--- config.mk ---
export PLATFORM = sky130hd
export DESIGN_NAME = sr_seq_top
export DESIGN_NICKNAME = d
export VERILOG_FILES = /design/src/rtl/sr_seq_pkg.sv /design/src/rtl/sr_timer.sv /design/src/rtl/sr_mask_hold.sv /design/src/rtl/sr_seq_top.sv
export SDC_FILE = /design/constraint.sdc
export NUM_CORES = 1
export LEC_CHECK = 0
export ABC_AREA = 1
export BUFFER_PORTS_ARGS = -buffer_cell sky130_fd_sc_hd__buf_2
export CORE_ASPECT_RATIO = 0.8
export CORE_MARGIN = 2
export CORE_UTILIZATION = 41
export CTS_BUF_LIST = sky130_fd_sc_hd__clkbuf_4
export DETAILED_ROUTE_END_ITERATION = 10
export SETUP_SLACK_MARGIN = 0.15
export SLEW_MARGIN = 20
export SYNTH_ARGS = -nofsm -noshare
export SYNTH_HDL_FRONTEND = slang
export SYNTH_HIERARCHICAL = 1
export SYNTH_SLANG_ARGS = --single-unit
--- constraint.sdc ---
create_clock -name clk -period 1.73 [get_ports clk]
set_input_delay 0.173 -clock clk [delete_from_list [all_inputs] [get_ports clk]]
set_output_delay 0.173 -clock clk [all_outputs]
set_load 0.005 [all_outputs]
--- src/rtl/sr_seq_pkg.sv ---
package sr_seq_pkg;
    typedef enum logic [1:0] {
        CMD_NOP  = 2'b00,
        CMD_PREA = 2'b01,
        CMD_SRE  = 2'b10
    } sr_cmd_e;

    typedef enum logic [1:0] {
        PH_IDLE,
        PH_PRECH,
        PH_RESIDE,
        PH_EXIT
    } sr_phase_e;
endpackage

--- src/rtl/sr_timer.sv ---
module sr_timer #(
    parameter int CNT_W = 4
) (
    input  logic             clk,
    input  logic             rst_n,
    input  logic             load,
    input  logic [CNT_W-1:0] load_val,
    output logic             done
);
    logic [CNT_W-1:0] cnt_d, cnt_q;

    always_comb begin
        cnt_d = cnt_q;
        if (load)
            cnt_d = load_val;
        else if (cnt_q != '0)
            cnt_d = cnt_q - 1'b1;
    end

    always_ff @(posedge clk or negedge rst_n) begin
        if (!rst_n) cnt_q <= '0;
        else        cnt_q <= cnt_d;
    end

    assign done = (cnt_q == '0);
endmodule

--- src/rtl/sr_mask_hold.sv ---
module sr_mask_hold #(
    parameter int NUM_CS = 4
) (
    input  logic              clk,
    input  logic              rst_n,
    input  logic              capture,
    input  logic [NUM_CS-1:0] mask_in,
    input  logic [NUM_CS-1:0] bank_open,
    output logic [NUM_CS-1:0] held,
    output logic              open_hit
);
    logic [NUM_CS-1:0] held_d, held_q;

    always_comb begin
        held_d = capture ? mask_in : held_q;
    end

    always_ff @(posedge clk or negedge rst_n) begin
        if (!rst_n) held_q <= '0;
        else        held_q <= held_d;
    end

    assign held     = held_q;
    assign open_hit = |(mask_in & bank_open);
endmodule

--- src/rtl/sr_seq_top.sv ---
module sr_seq_top
    import sr_seq_pkg::*;
#(
    parameter int NUM_CS = 4,
    parameter int T_RP   = 3,
    parameter int T_CKE  = 5,
    parameter int T_XS   = 8
) (
    input  logic              clk,
    input  logic              rst_n,
    input  logic              init_done,
    input  logic              sr_req,
    input  logic [NUM_CS-1:0] sr_mask,
    input  logic [NUM_CS-1:0] bank_open,
    output logic [1:0]        cmd,
    output logic [NUM_CS-1:0] cmd_cs,
    output logic [NUM_CS-1:0] cke,
    output logic              sr_ack,
    output logic [NUM_CS-1:0] busy
);
    localparam int T_MAX = (T_RP > T_CKE) ? ((T_RP > T_XS) ? T_RP : T_XS)
                                          : ((T_CKE > T_XS) ? T_CKE : T_XS);
    localparam int CNT_W = $clog2(T_MAX + 1);

    typedef struct packed {
        sr_phase_e         ph;
        sr_cmd_e           cmd;
        logic [NUM_CS-1:0] cs;
        logic [NUM_CS-1:0] cke;
        logic              ack;
    } seq_state_t;

    seq_state_t        s_d, s_q;
    logic              tmr_load;
    logic [CNT_W-1:0]  tmr_val;
    logic              tmr_done;
    logic              cap;
    logic [NUM_CS-1:0] held;
    logic              open_hit;

    sr_timer #(.CNT_W(CNT_W)) timer_i (
        .clk      (clk),
        .rst_n    (rst_n),
        .load     (tmr_load),
        .load_val (tmr_val),
        .done     (tmr_done)
    );

    sr_mask_hold #(.NUM_CS(NUM_CS)) mask_i (
        .clk       (clk),
        .rst_n     (rst_n),
        .capture   (cap),
        .mask_in   (sr_mask),
        .bank_open (bank_open),
        .held      (held),
        .open_hit  (open_hit)
    );

    always_comb begin
        s_d      = s_q;
        s_d.cmd  = CMD_NOP;
        s_d.cs   = '0;
        tmr_load = 1'b0;
        tmr_val  = '0;
        cap      = 1'b0;
        unique case (s_q.ph)
            PH_IDLE: begin
                s_d.cke = '1;
                s_d.ack = 1'b0;
                if (init_done && sr_req && (|sr_mask)) begin
                    cap      = 1'b1;
                    s_d.cs   = sr_mask;
                    tmr_load = 1'b1;
                    if (open_hit) begin
                        s_d.ph  = PH_PRECH;
                        s_d.cmd = CMD_PREA;
                        tmr_val = CNT_W'(T_RP - 1);
                    end else begin
                        s_d.ph  = PH_RESIDE;
                        s_d.cmd = CMD_SRE;
                        s_d.cke = ~sr_mask;
                        tmr_val = CNT_W'(T_CKE - 1);
                    end
                end
            end
            PH_PRECH: begin
                if (!sr_req) begin
                    s_d.ph = PH_IDLE;
                end else if (tmr_done) begin
                    s_d.ph   = PH_RESIDE;
                    s_d.cmd  = CMD_SRE;
                    s_d.cs   = held;
                    s_d.cke  = ~held;
                    tmr_load = 1'b1;
                    tmr_val  = CNT_W'(T_CKE - 1);
                end
            end
            PH_RESIDE: begin
                s_d.ack = 1'b1;
                if (tmr_done && !sr_req) begin
                    s_d.ph   = PH_EXIT;
                    s_d.cke  = '1;
                    tmr_load = 1'b1;
                    tmr_val  = CNT_W'(T_XS - 1);
                end
            end
            PH_EXIT: begin
                if (tmr_done) begin
                    s_d.ph  = PH_IDLE;
                    s_d.ack = 1'b0;
                end
            end
            default: s_d.ph = PH_IDLE;
        endcase
    end

    always_ff @(posedge clk or negedge rst_n) begin
        if (!rst_n) begin
            s_q.ph  <= PH_IDLE;
            s_q.cmd <= CMD_NOP;
            s_q.cs  <= '0;
            s_q.cke <= '1;
            s_q.ack <= 1'b0;
        end else begin
            s_q <= s_d;
        end
    end

    assign cmd    = s_q.cmd;
    assign cmd_cs = s_q.cs;
    assign cke    = s_q.cke;
    assign sr_ack = s_q.ack;
    assign busy   = (s_q.ph == PH_IDLE) ? '0 : held;
endmodule

### Word-level counts from Yosys, hierarchy flattened

Cells that the tools add are included.

* add/sub/neg operators: 1
* multipliers: 0
* divide/modulo/power cells: 0
* magnitude comparators: 0
* eq/ne operators: 9
* shift-type cells: 0
* mux-type cells: 29
* bitwise operators: 3
* reduce and logical (&&, ||, !) cells: 15

Operators by type and width (count)
* 2-to-1 mux 4 bit: 8
* 2-to-1 mux 12 bit: 2
* one-hot mux 4 bit (3 select lines): 2
* one-hot mux 6 bit (2 select lines): 1
* 2-to-1 mux 10 bit: 1
* inequality test 2 bit (second input constant): 5
* 2-to-1 mux 3 bit: 3
* inverter 4 bit: 2
* one-hot mux 2 bit (4 select lines): 1
* AND reduction 4 bit: 2
* OR reduction 4 bit: 2
* 2-to-1 mux 1 bit: 6
* 2-to-1 mux 2 bit: 3
* one-hot mux 1 bit (3 select lines): 2
* nonzero test 3 bit: 2
* AND 4 bit: 1
* == test 2 bit (second input constant): 2
* logical NOT 4 bit: 1
* nonzero test 4 bit: 1
* subtractor 4 x 1 -> 4 bit (second input constant): 1
* logical AND 1 bit: 3
* inequality test 3 bit (second input constant): 1
* == test 2 x 1 -> 1 bit (second input constant): 1
* logical NOT 2 bit: 1
* other kinds (3): 3

* bits in registers: 21
* latch bits: 0
* RAM bits: 0
* ROM bits: 0
* input port bits: 12
* word-level logic and storage cells: 64
* memories kept: 0

### Longest topological paths before layout

Gate-level depths: netlist (run 1).

* depth after elaboration: 6
* mapped depth: 13
* depth with buffers taken out: 13

### Hierarchy

Netlist (run 1), hierarchy kept.

By module, submodules not included
* sr_seq_top: times used 1, cells an instance 138, area each 947.2 um^2, sequential area each 330.3 um^2
* sr_timer: times used 1, cells an instance 34, area each 242.7 um^2, sequential area each 100.1 um^2
* sr_mask_hold: times used 1, cells an instance 25, area each 183.9 um^2, sequential area each 100.1 um^2

### Worst setup path after synthesis (run 1)

OpenSTA, ideal clock, no wires.

* kind: flip-flop to flip-flop
* start point: register timer_i.cnt_q[0]
* end point: register timer_i.cnt_q[3]
* arrival time: 1.762 ns
* data required time: 1.614 ns
* setup slack: -0.149 ns
* cell stages (with the launch flop): 14
* buffers on the path: 0
* path through: dfrtp_1 -> inv_1 -> ha_1 -> nand2_1 -> inv_1 -> nand3_2 -> nand2_1 -> inv_1 -> a21oi_1 -> inv_1 -> nand2_1 -> inv_1 -> nand2_1 -> nand2_1

* cells in the longest elaborated chain, start to end: 5
* elaborated cells on any way between the ends: 11
* classes of those cells: add/sub: 1; mux: 6; reduce/logical: 4

RTL lines
* start: declaration: RTL line sr_timer.sv:10 `logic [CNT_W-1:0] cnt_d, cnt_q;`
* start signal: assignment: RTL line sr_timer.sv:22 `else cnt_q <= cnt_d;`
* logical NOT 4 bit (*): RTL line sr_timer.sv:25 `assign done = (cnt_q == '0);`
* named net tmr_done: RTL line sr_seq_top.sv:36 `logic tmr_done;`
* 2-to-1 mux 1 bit or logical AND 1 bit (tied branches): RTL line sr_seq_top.sv:89, sr_seq_top.sv:100
* 2-to-1 mux 1 bit (on tied branches): RTL line sr_seq_top.sv:87, sr_seq_top.sv:100
* one-hot mux 1 bit (3 select lines) (*): RTL line sr_seq_top.sv:66 `unique case (s_q.ph)`
* named net tmr_load: RTL line sr_seq_top.sv:34 `logic tmr_load;`
* 2-to-1 mux 4 bit or nonzero test 2 bit (tied branches)

The timed path passes the listed nets; every way through them passes the cells marked *. The select of a mux whose other input is x is not followed.
A chain may end at the register's enable or synchronous reset.

### Worst setup path in the final report (run 1)

* start point: register s_q[11] (netlist name)
* end point: register timer_i.cnt_q[3]

* cells in the longest elaborated chain, start to end: 3
* elaborated cells on any way between the ends: 7
* classes of those cells: eq/ne: 2; mux: 3; reduce/logical: 2

RTL lines
* start: declaration: RTL line sr_seq_top.sv:33 `seq_state_t s_d, s_q;`
* == test 2 bit (tied with other cells): RTL line sr_seq_top.sv:66
* one-hot mux 1 bit (3 select lines) (*): RTL line sr_seq_top.sv:66
* named net tmr_load: RTL line sr_seq_top.sv:34
* 2-to-1 mux 4 bit or nonzero test 2 bit (tied branches)

The timed path passes the listed nets; every way through them passes the cells marked *.

==> reports/metrics.cfg, run 1 <==
[global_routing]
grt_pass1_wl_um=5130
grt_usage_pct=17.1
overflow=0
antenna_found_initial=0
grt_max_degree=22
grt_pass1_vias=1220

[setup_path]
path_class=flop to flop
reg2regPathDepth=11
cp_slowest_stage_delay_ps=450
crit_chain=inv_2 -> ha_2 -> nand3_4 -> nand2_2 -> inv_2 -> a21oi_4 -> inv_2 -> nand2_1 -> inv_1 -> nand2_1 -> nand2_1
cp_top_family=flip-flops
reg2reg_from=s_q[11]$_DFFE_PN0P_
cp_slowest_cell=dfrtp_1
worstPathBufferInverterCount=4
path_depth=11
regToRegEndpoint=timer_i/cnt_q[3]$_DFFE_PN0P_
r2r_slack_ps=180
cp_data_arrival_time_ps=1760
end_kind=flop
crit_path_start_kind=flop
path_max_fanout=7
required_ps=1940

[route]
viasPerCell=4.71
drc=0
antenna_left=0
routed_wl_um=3060
first_pass_iters=4
drt_iter0_drc=59
vias=1286
wl_per_cell_um=11.2

[cells_and_area]
fin_cells=273
fillCellCount=311
n_antenna_cell=0
area_growth_pct=27.6
final_nets=252
drive_above_1_share_pct=35.2
post-route-util_pct=55.6

[synthesis]
netlist_instances=197
yosysTopAreaCellShare_pct=31.0
yosysMostFrequentCell=nand2_1
ys.flop_type=dfrtp_1
async_reset_ff_share_pct=100
synth_seq_area_share_pct=38.6
synth_largest_area_cell=dfrtp_1
synth_cell_types=24
yosys_warnings=6
synth_area_per_cell_sq_um=6.97
yosys_register_bits=21
synthTopCellsByCount=nand2_1, inv_1, dfrtp_1
synth.top_cells.by_area=dfrtp_1, nand2_1, inv_1
synth_edf_count=0
syn_nets=215
netlist_area_sq_mm=0.00137

[sta]
finalSetupViolCount=0
fmaxAchievable_mhz=644
rsz0062_at_grt=true
min_period_ps=1550
hold_viol=0
slew_violations=0
fin_tns_setup_ps=0
period_share_pct=89.7
clock_skew_ps=12.4

[clocking]
clock-root-buffer=clkbuf_4
cts_tree=done
cts_buffers=3
clkSlewWorstSetupHoldPaths_ps=110
clkLatencyLatePin_ps=310
htree_levels=1
clk_path_buf_depth=2
cts.sinks=21

[placed_design]
io_buffers=26
hpwl_um=2280
routabilityCongestion=0.817
place_inst=255

[hold_path]
hp-class=primary input to flop
hold_path.startpoint=sr_mask[3]
whs_endpoint=mask_i/held[3]$_DFFE_PN0P_
hold_depth=3

[power]
power_density_mw_per_mm2=1660
leakagePower_nw=0.978
vdd_ir_drop_max_v=0.000826

[floorplanning]
boundaryPins=27
die-height_um=55.8
rows=18
core_area_sq_mm=0.00315
start_util_pct=43.6
die_w_um=68.7
die-area_sq_mm=0.00383

[outcome]
status=complete, no violations

[flow_run]
maxCapViolations=0

-- how the worst max path moves through the flow --
stage / start / end / slack (ps)
2_1_floorplan: timer_i/cnt_q[1]$_DFFE_PN0P_ / timer_i/cnt_q[3]$_DFFE_PN0P_ / 150
3_3_place_gp: timer_i/cnt_q[1]$_DFFE_PN0P_ / timer_i/cnt_q[3]$_DFFE_PN0P_ / 80
3_5_place_dp: timer_i/cnt_q[1]$_DFFE_PN0P_ / timer_i/cnt_q[3]$_DFFE_PN0P_ / -10
4_1_cts: s_q[11]$_DFFE_PN0P_ / busy[0] / 150
5_1_grt: s_q[12]$_DFFE_PN0P_ / timer_i/cnt_q[1]$_DFFE_PN0P_ / 60
6_report: s_q[11]$_DFFE_PN0P_ / timer_i/cnt_q[3]$_DFFE_PN0P_ / 180
-- logic make-up (layout without fill, tap and decap cells) --
family / Yosys count / in the layout / share of synthesized area [%]
xor+xnor: 1 / 1 / 0.638
other cells: 1 / 1 / 0.273
compound gates: 20 / 20 / 8.29
simple gates: 102 / 102 / 31.4
fa+ha+maj: 6 / 6 / 5.46
flops: 21 / 21 / 38.6
buf+inv: 46 / 82 / 15.3
-- routing by layer --
| layer | part of all wire (%) | vias to the layer above | track usage (%) |
|---|---|---|---|
| met3 | 5.2 | 2 | 4.86 |
| met5 | 0 | - | 0 |
| met1 | 46 | 590 | 23.7 |
| li1 | - | 664 | - |
| met4 | 0.42 | 0 | 2.52 |
| met2 | 48 | 30 | 26.9 |
-- timing repair --
| item | in CTS | in global routing |
|---|---|---|
| pin swaps | 5 | 8 |
| hold buffers | 1 | 0 |
| resized for setup | 12 | 18 |
| buffers inserted | 8 | 5 |
| hold endpoints to repair | 17 | 0 |
| setup endpoints to repair | 8 | 14 |
-- where the power goes --
part           leakage (nW)  switching (mW)  internal (mW)
Clock                0.0177           0.153         0.0864
Sequential            0.263           0.148          0.715
Combinational         0.697            1.01          0.802
Total                 0.978            1.31           1.60
-- sequential cells by signal (all words and copies together) (netlist names) --
name           flops
timer_i/cnt_q      4
sr_ack             1
mask_i/held        4
cmd_cs             4
s_q                2
cke                4
cmd                2
-- worst reg2reg max path: stages, from the launching register on --
cell and delay, ps:
dfrtp_1 450, inv_2 100, ha_2 230, nand3_4 90, nand2_2 60, inv_2 50
a21oi_4 200, inv_2 60, nand2_1 80, inv_1 40, nand2_1 50, nand2_1 50
-- cell type report --
cell class | instances | area, sq um | share of cell area (%)
Multi-Input combinational cell | 130 | 741 | 42.3
Sequential cell | 21 | 531 | 30.3
Timing Repair Buffer | 43 | 268 | 15.3
Inverter | 35 | 136 | 7.78
Tap cell | 40 | 50.0 | 2.86
Clock buffer | 3 | 22.5 | 1.28
Clock inverter | 1 | 5.00 | 0.286
-- per-stage QoR --
stage               setup WS (ps)  area [sq um]  power (mW)  hold WS [ps]
finish                        178          1750        2.91           130
global route                 55.0          1750        3.21           155
floorplan                     153          1410        1.94          -123
detailed placement          -11.7          1530        2.25           166
global placement             84.9          1530        2.21           155
CTS                           152          1640        2.67           123
-- cell usage in the layout (no fill, tap or decap), types with 2 or more instances in the layout --
master	instances
o21ai_0	7
dfrtp_1	17
a21oi_2	2
nand3_1	10
clkbuf_4	3
buf_6	2
buf_2	26
ha_4	3
dfstp_2	4
o22ai_1	4
inv_1	23
buf_4	14
ha_1	2
nand2_1	65
nand3_4	3
nand2_2	3
nor2_1	12
a21oi_1	2
nor2_2	3
nand4_1	2
inv_2	10
o21ai_1	2
(Power assumes the default switching activity.)
==> inputs of run 2 (changes only) <==
Settings changed: BUFFER_PORTS_ARGS -buffer_cell sky130_fd_sc_hd__buf_2 to unset, DONT_BUFFER_PORTS set to 1, SYNTH_HIERARCHICAL 1 to unset.
==> run 2 against run 1 <==
Clock skew is 2.6 ps higher. Synthesized area is 4.1% lower. Non-clock buffer count is 33 lower. Final cell count is 23% lower. Fmax is 3.4% higher. Worst setup slack better by 51 ps. Critical endpoint is now timer_i.cnt_q[0]$_DFFE_PN0P_. Clock-buffer cell count stayed put. Synthesized cell count is 15% lower. Sequential share of layout area is 6.1 points higher. Sequential cell count stayed put. Core utilization is 8.3 points lower. Worst hold slack worse by 40 ps.
==> reports/metrics.cfg, run 2 <==
[outcome]
status=complete, no violations

[hold_path]
hp-class=primary input to flop

[route]
wl_met2_um=1260
wirelength_met1_um=1330
highest_layer=met4
wl_met3_um=141
wl_per_cell_um=13.0
viasPerCell=4.86
drt_iter0_drc=25
first_pass_iters=4
routed_wl_um=2740
vias=1021
antenna_left=0
drc=0

[sta]
fin_hold_ws_ps=90.8
min_period_ps=1500
slew-limit-headroom_pct=36.7
hold_viol=0
slew_violations=0
period_share_pct=86.8
clock_skew_ps=15.0
fin_tns_setup_ps=0
worst_pin_slew_ps=946
rsz0062_at_grt=true
setup_ws_ps=229
fmaxAchievable_mhz=666
finalSetupViolCount=0

[clocking]
clock-root-buffer=clkbuf_4
htree_levels=1
cts.sinks=21
cts_tree=done
clkLatencyLatePin_ps=320
clkSlewWorstSetupHoldPaths_ps=130
cts_buffers=3
clk_path_buf_depth=2

[setup_path]
cp_data_arrival_time_ps=1720
path_class=flop to flop
required_ps=1950
end_kind=flop
path_max_fanout=8
crit_path_start_kind=flop

[synthesis]
synth_edf_count=0
yosysTopAreaCellShare_pct=32.3
synthTopCellsByCount=nand2_1, inv_1, dfrtp_1
syn_nets=186
yosys_warnings=0
yosys_register_bits=21
netlist_instances=168
async_reset_ff_share_pct=100
synth_cell_types=26
ys.flop_type=dfrtp_1
yosysMostFrequentCell=nand2_1
synth_largest_area_cell=dfrtp_1
netlist_area_sq_mm=0.00132
synth.top_cells.by_area=dfrtp_1, nand2_1, dfstp_2
synth_area_per_cell_sq_um=7.84
synth_seq_area_share_pct=40.3

[cells_and_area]
drive_above_1_share_pct=19.4
layout_commonest_cell=nand2_1
area_growth_pct=10.7
fillCellCount=303
post-route-util_pct=47.3
fin_area_sq_mm=0.00146
n_antenna_cell=0
register_area_sq_um=531
multiInputGateArea_sq_um=679
layout_common_cells=nand2_1, inv_1, dfrtp_1, nor2_1, o21ai_0
final_nets=189

[global_routing]
grt_max_degree=22
overflow=0
grt_pass1_vias=970
grt_pass1_wl_um=4550
antenna_found_initial=0
grt_usage_pct=17.1

[placed_design]
hpwl_um=2020
place_ws_ps=54.2
routabilityCongestion=0.866
io_buffers=0
place_area_sq_mm=0.00128

[power]
power_density_mw_per_mm2=1770
vdd_ir_drop_max_v=0.00111
leakagePower_nw=0.738

[floorplanning]
boundaryPins=27
core_area_sq_mm=0.00309
die-height_um=54.7
start_util_pct=42.7
die_w_um=67.4
rows=18
die-area_sq_mm=0.00369

[flow_run]
maxCapViolations=0

==> run 2: per-stage QoR <==
stage               cells  power, mW
floorplan             168       1.93
CTS                   206       2.40
finish                210       2.58
global route          210       2.85
global placement      196       2.07
detailed placement    196       2.11
==> run 2: cells by family (layout without fill, tap and decap cells) <==
logic type	Yosys count	count (layout)	synth area share, %
simple gates	76	76	26.9
buf+inv	34	36	13.0
compound gates	29	29	12.8
flops	21	21	40.3
fa+ha+maj	6	6	5.70
xor+xnor	2	2	1.33
==> run 2: repair_timing <==
action,in CTS,in global routing
gates resized for setup,2,11
setup endpoints to repair,7,22
setup buffers,1,4
hold endpoints to repair,26,0
hold buffers,5,0
pin swaps,1,1
==> run 2: cell type report <==
| type | instances | area share (%) |
|---|---|---|
| inverters | 22 | 5.75 |
| clock inverters | 1 | 0.343 |
| well taps | 40 | 3.43 |
| flip-flops and latches | 21 | 36.4 |
| clock buffers | 3 | 1.54 |
| repair buffers | 10 | 6.00 |
| multi-input cells | 113 | 46.6 |
==> run 2: path summary, 6_finish.rpt <==
kind / slack [ps] / end / from / cells past startpoint
min in group asynchronous: 430 / mask_i.held[3]$_DFFE_PN0P_ / rst_n / 1
max in group asynchronous: 710 / timer_i.cnt_q[0]$_DFFE_PN0P_ / rst_n / 1
max reg2reg: 230 / timer_i.cnt_q[0]$_DFFE_PN0P_ / s_q[11]$_DFFE_PN0P_ / 9
min reg2reg: 490 / cke[1]$_DFFE_PN1P_ / cke[1]$_DFFE_PN1P_ / 2
max: 230 / timer_i.cnt_q[0]$_DFFE_PN0P_ / s_q[11]$_DFFE_PN0P_ / 9
min: 90 / s_q[12]$_DFFE_PN0P_ / sr_req / 3
==> run 2: report_power, final <==
| group | leakage, nW | total [mW] | switching, mW | internal [mW] |
|---|---|---|---|---|
| logic | 0.462 | 1.46 | 0.868 | 0.590 |
| registers | 0.259 | 0.868 | 0.141 | 0.727 |
| clock network | 0.0177 | 0.250 | 0.164 | 0.0865 |
==> run 2: critical path, stage by stage (launching register included) <==
cell and delay (ps):
dfrtp_1 460, inv_2 130, ha_4 210, nand4_1 180, nand3_2 140, nand2_2 70, inv_1 70, nand2_1 50
nand2_1 50, inv_1 30
==> run 2: routing by layer <==
metal | vias up | GRT usage [%]
li1 | 529 | -
met1 | 472 | 23.5
met2 | 18 | 26.7
met3 | 2 | 5.35
met4 | 0 | 3.06
met5 | - | 0
==> inputs of run 3 (changes only) <==
Settings changed: CORE_UTILIZATION 41 to 55, PLACE_DENSITY set to 0.73.
==> run 3 against run 2 <==
Final cell count down 6.7%. Register-to-register slack worse by 40 ps. Critical endpoint is now s_q[12]$_DFFE_PN0P_. Non-clock buffer count up 1. Highest routed layer unchanged. Sequential share of layout area up 0.63 points. Total power up 2.0%. The flow now finishes with violations (design-rule violations). Global-route usage up 3.0 points.
==> reports/metrics.cfg, run 3 (same netlist as run 2, synthesis figures left out) <==
[cells_and_area]
n_antenna_cell=0
area_growth_pct=9.12
drive_above_1_share_pct=19.9
layout_common_cells=nand2_1, inv_1, dfrtp_1, nor2_1, o21ai_0
layout_commonest_cell=nand2_1
fin_area_sq_mm=0.00144
post-route-util_pct=64.9
final_nets=190

[route]
routed_wl_um=3000
drt_iter0_drc=71
first_pass_iters=8
viasPerCell=5.78
vias=1133
drc=1
wl_per_cell_um=15.3
antenna_left=0

[setup_path]
cp_top_family=flip-flops
worstPathBufferInverterCount=1
crit_path_start_kind=flop
required_ps=1930
crit_chain=inv_1 -> ha_4 -> nand2_2 -> o21ai_2 -> nand3_2 -> nor2_1 -> a21oi_1
path_class=flop to flop
end_kind=flop
cp_slowest_cell=dfrtp_1
cp_slowest_stage_delay_ps=420
cp_data_arrival_time_ps=1740
path_max_fanout=7

[sta]
period_share_pct=89.2
min_period_ps=1540
rsz0062_at_grt=false
fin_hold_ws_ps=17.5
finalSetupViolCount=0
fin_tns_setup_ps=0
slew_violations=0
hold_viol=0
slew-limit-headroom_pct=37.5
setup_ws_ps=186
fmaxAchievable_mhz=648
worst_pin_slew_ps=934
clock_skew_ps=4.16

[placed_design]
io_buffers=0
place_ws_ps=160
routabilityCongestion=0.841
hpwl_um=2000
place_area_sq_mm=0.00127

[power]
p_comb_share_pct=57.4
sw_frac_of_total_pct=45.8
power_switching_mw=1.20
leakagePower_nw=0.742
power_density_mw_per_mm2=1830
p_int_mw=1.43
pwr-share-clk_pct=9.0
vdd_ir_drop_max_v=0.00116
seqPwrFrac_pct=33.6

[floorplanning]
core_area_sq_mm=0.00221
die-height_um=47.8
start_util_pct=59.5
die-area_sq_mm=0.00281
die_w_um=58.7
rows=15
boundaryPins=27

[global_routing]
grt_usage_pct=20.0
grt_pass1_wl_um=4080
overflow=0
grt_max_degree=22
grt_pass1_vias=898
antenna_found_initial=0

[outcome]
violations=design-rule violations
status=finished with violations

[hold_path]
hp-class=primary input to flop

[clocking]
cts_buffers=3
clkLatencyLatePin_ps=310
htree_levels=1
clock-root-buffer=clkbuf_4
clkSlewWorstSetupHoldPaths_ps=110
clk_path_buf_depth=2
cts_tree=done
cts.sinks=21

[flow_run]
maxCapViolations=0

## run 3: cell types whose count changed in the layout (fill, tap and decap cells not counted)
cell | previous run | this run
buf_4 | 5 | 7
dfrtp_1 | 17 | 16
dfrtp_2 | 0 | 1
dlygate4sd3_1 | 5 | 4
ha_2 | 1 | 0
ha_4 | 3 | 4
inv_1 | 18 | 19
inv_2 | 3 | 2
nand3_2 | 3 | 4
nand3_4 | 1 | 0
o21ai_1 | 1 | 2
o21ai_4 | 1 | 0
## run 3: through the flow
step | cells | power (mW)
floorplan | 168 | 1.93
global placement | 182 | 2.06
detailed placement | 182 | 2.11
CTS | 191 | 2.38
global route | 196 | 2.84
finish | 196 | 2.63
## run 3: worst paths after layout
path	cells past startpoint	startpoint	to	slack [ps]
worst max-delay path	7	timer_i.cnt_q[0]$_DFFE_PN0P_	s_q[12]$_DFFE_PN0P_	190
worst min-delay path	2	sr_mask[0]	mask_i.held[0]$_DFFE_PN0P_	20
worst max register to register	7	timer_i.cnt_q[0]$_DFFE_PN0P_	s_q[12]$_DFFE_PN0P_	190
worst min register to register	2	cke[2]$_DFFE_PN1P_	cke[2]$_DFFE_PN1P_	490
max in group asynchronous	1	rst_n	s_q[11]$_DFFE_PN0P_	660
min in group asynchronous	1	rst_n	mask_i.held[2]$_DFFE_PN0P_	440
## run 3: final cells by class
class                      instances  area, sq um
sequential                        21          532
tap                               25         31.3
multi-input combinational        113          671
timing repair buffer              11         92.6
clock inverter                     1         5.00
fill                             173          777
inverter                          22         83.8
clock buffer                       3         22.5
## run 3: per-layer routing
metal  GRT usage, %  routed length [um]
met5              0                   0
met1           26.5                1220
met2           32.7                1450
met3           5.68                 275
met4           5.91                  63
## run 3: power groups by stage
stage	Combinational (mW)	Sequential, mW	Clock (mW)
after global placement	1.19	0.878	0
after detailed placement	1.23	0.886	0
after global routing	1.67	0.903	0.265
final	1.51	0.882	0.237
after floorplan	1.10	0.832	0
after CTS	1.26	0.875	0.249
## run 3: timing repair
item | CTS | global route
hold buffers | 4 | 0
setup endpoints to repair | 1 | 20
hold endpoints to repair | 25 | 0
setup buffers | 1 | 5
pin swaps | 1 | 3
resized for setup | 0 | 11
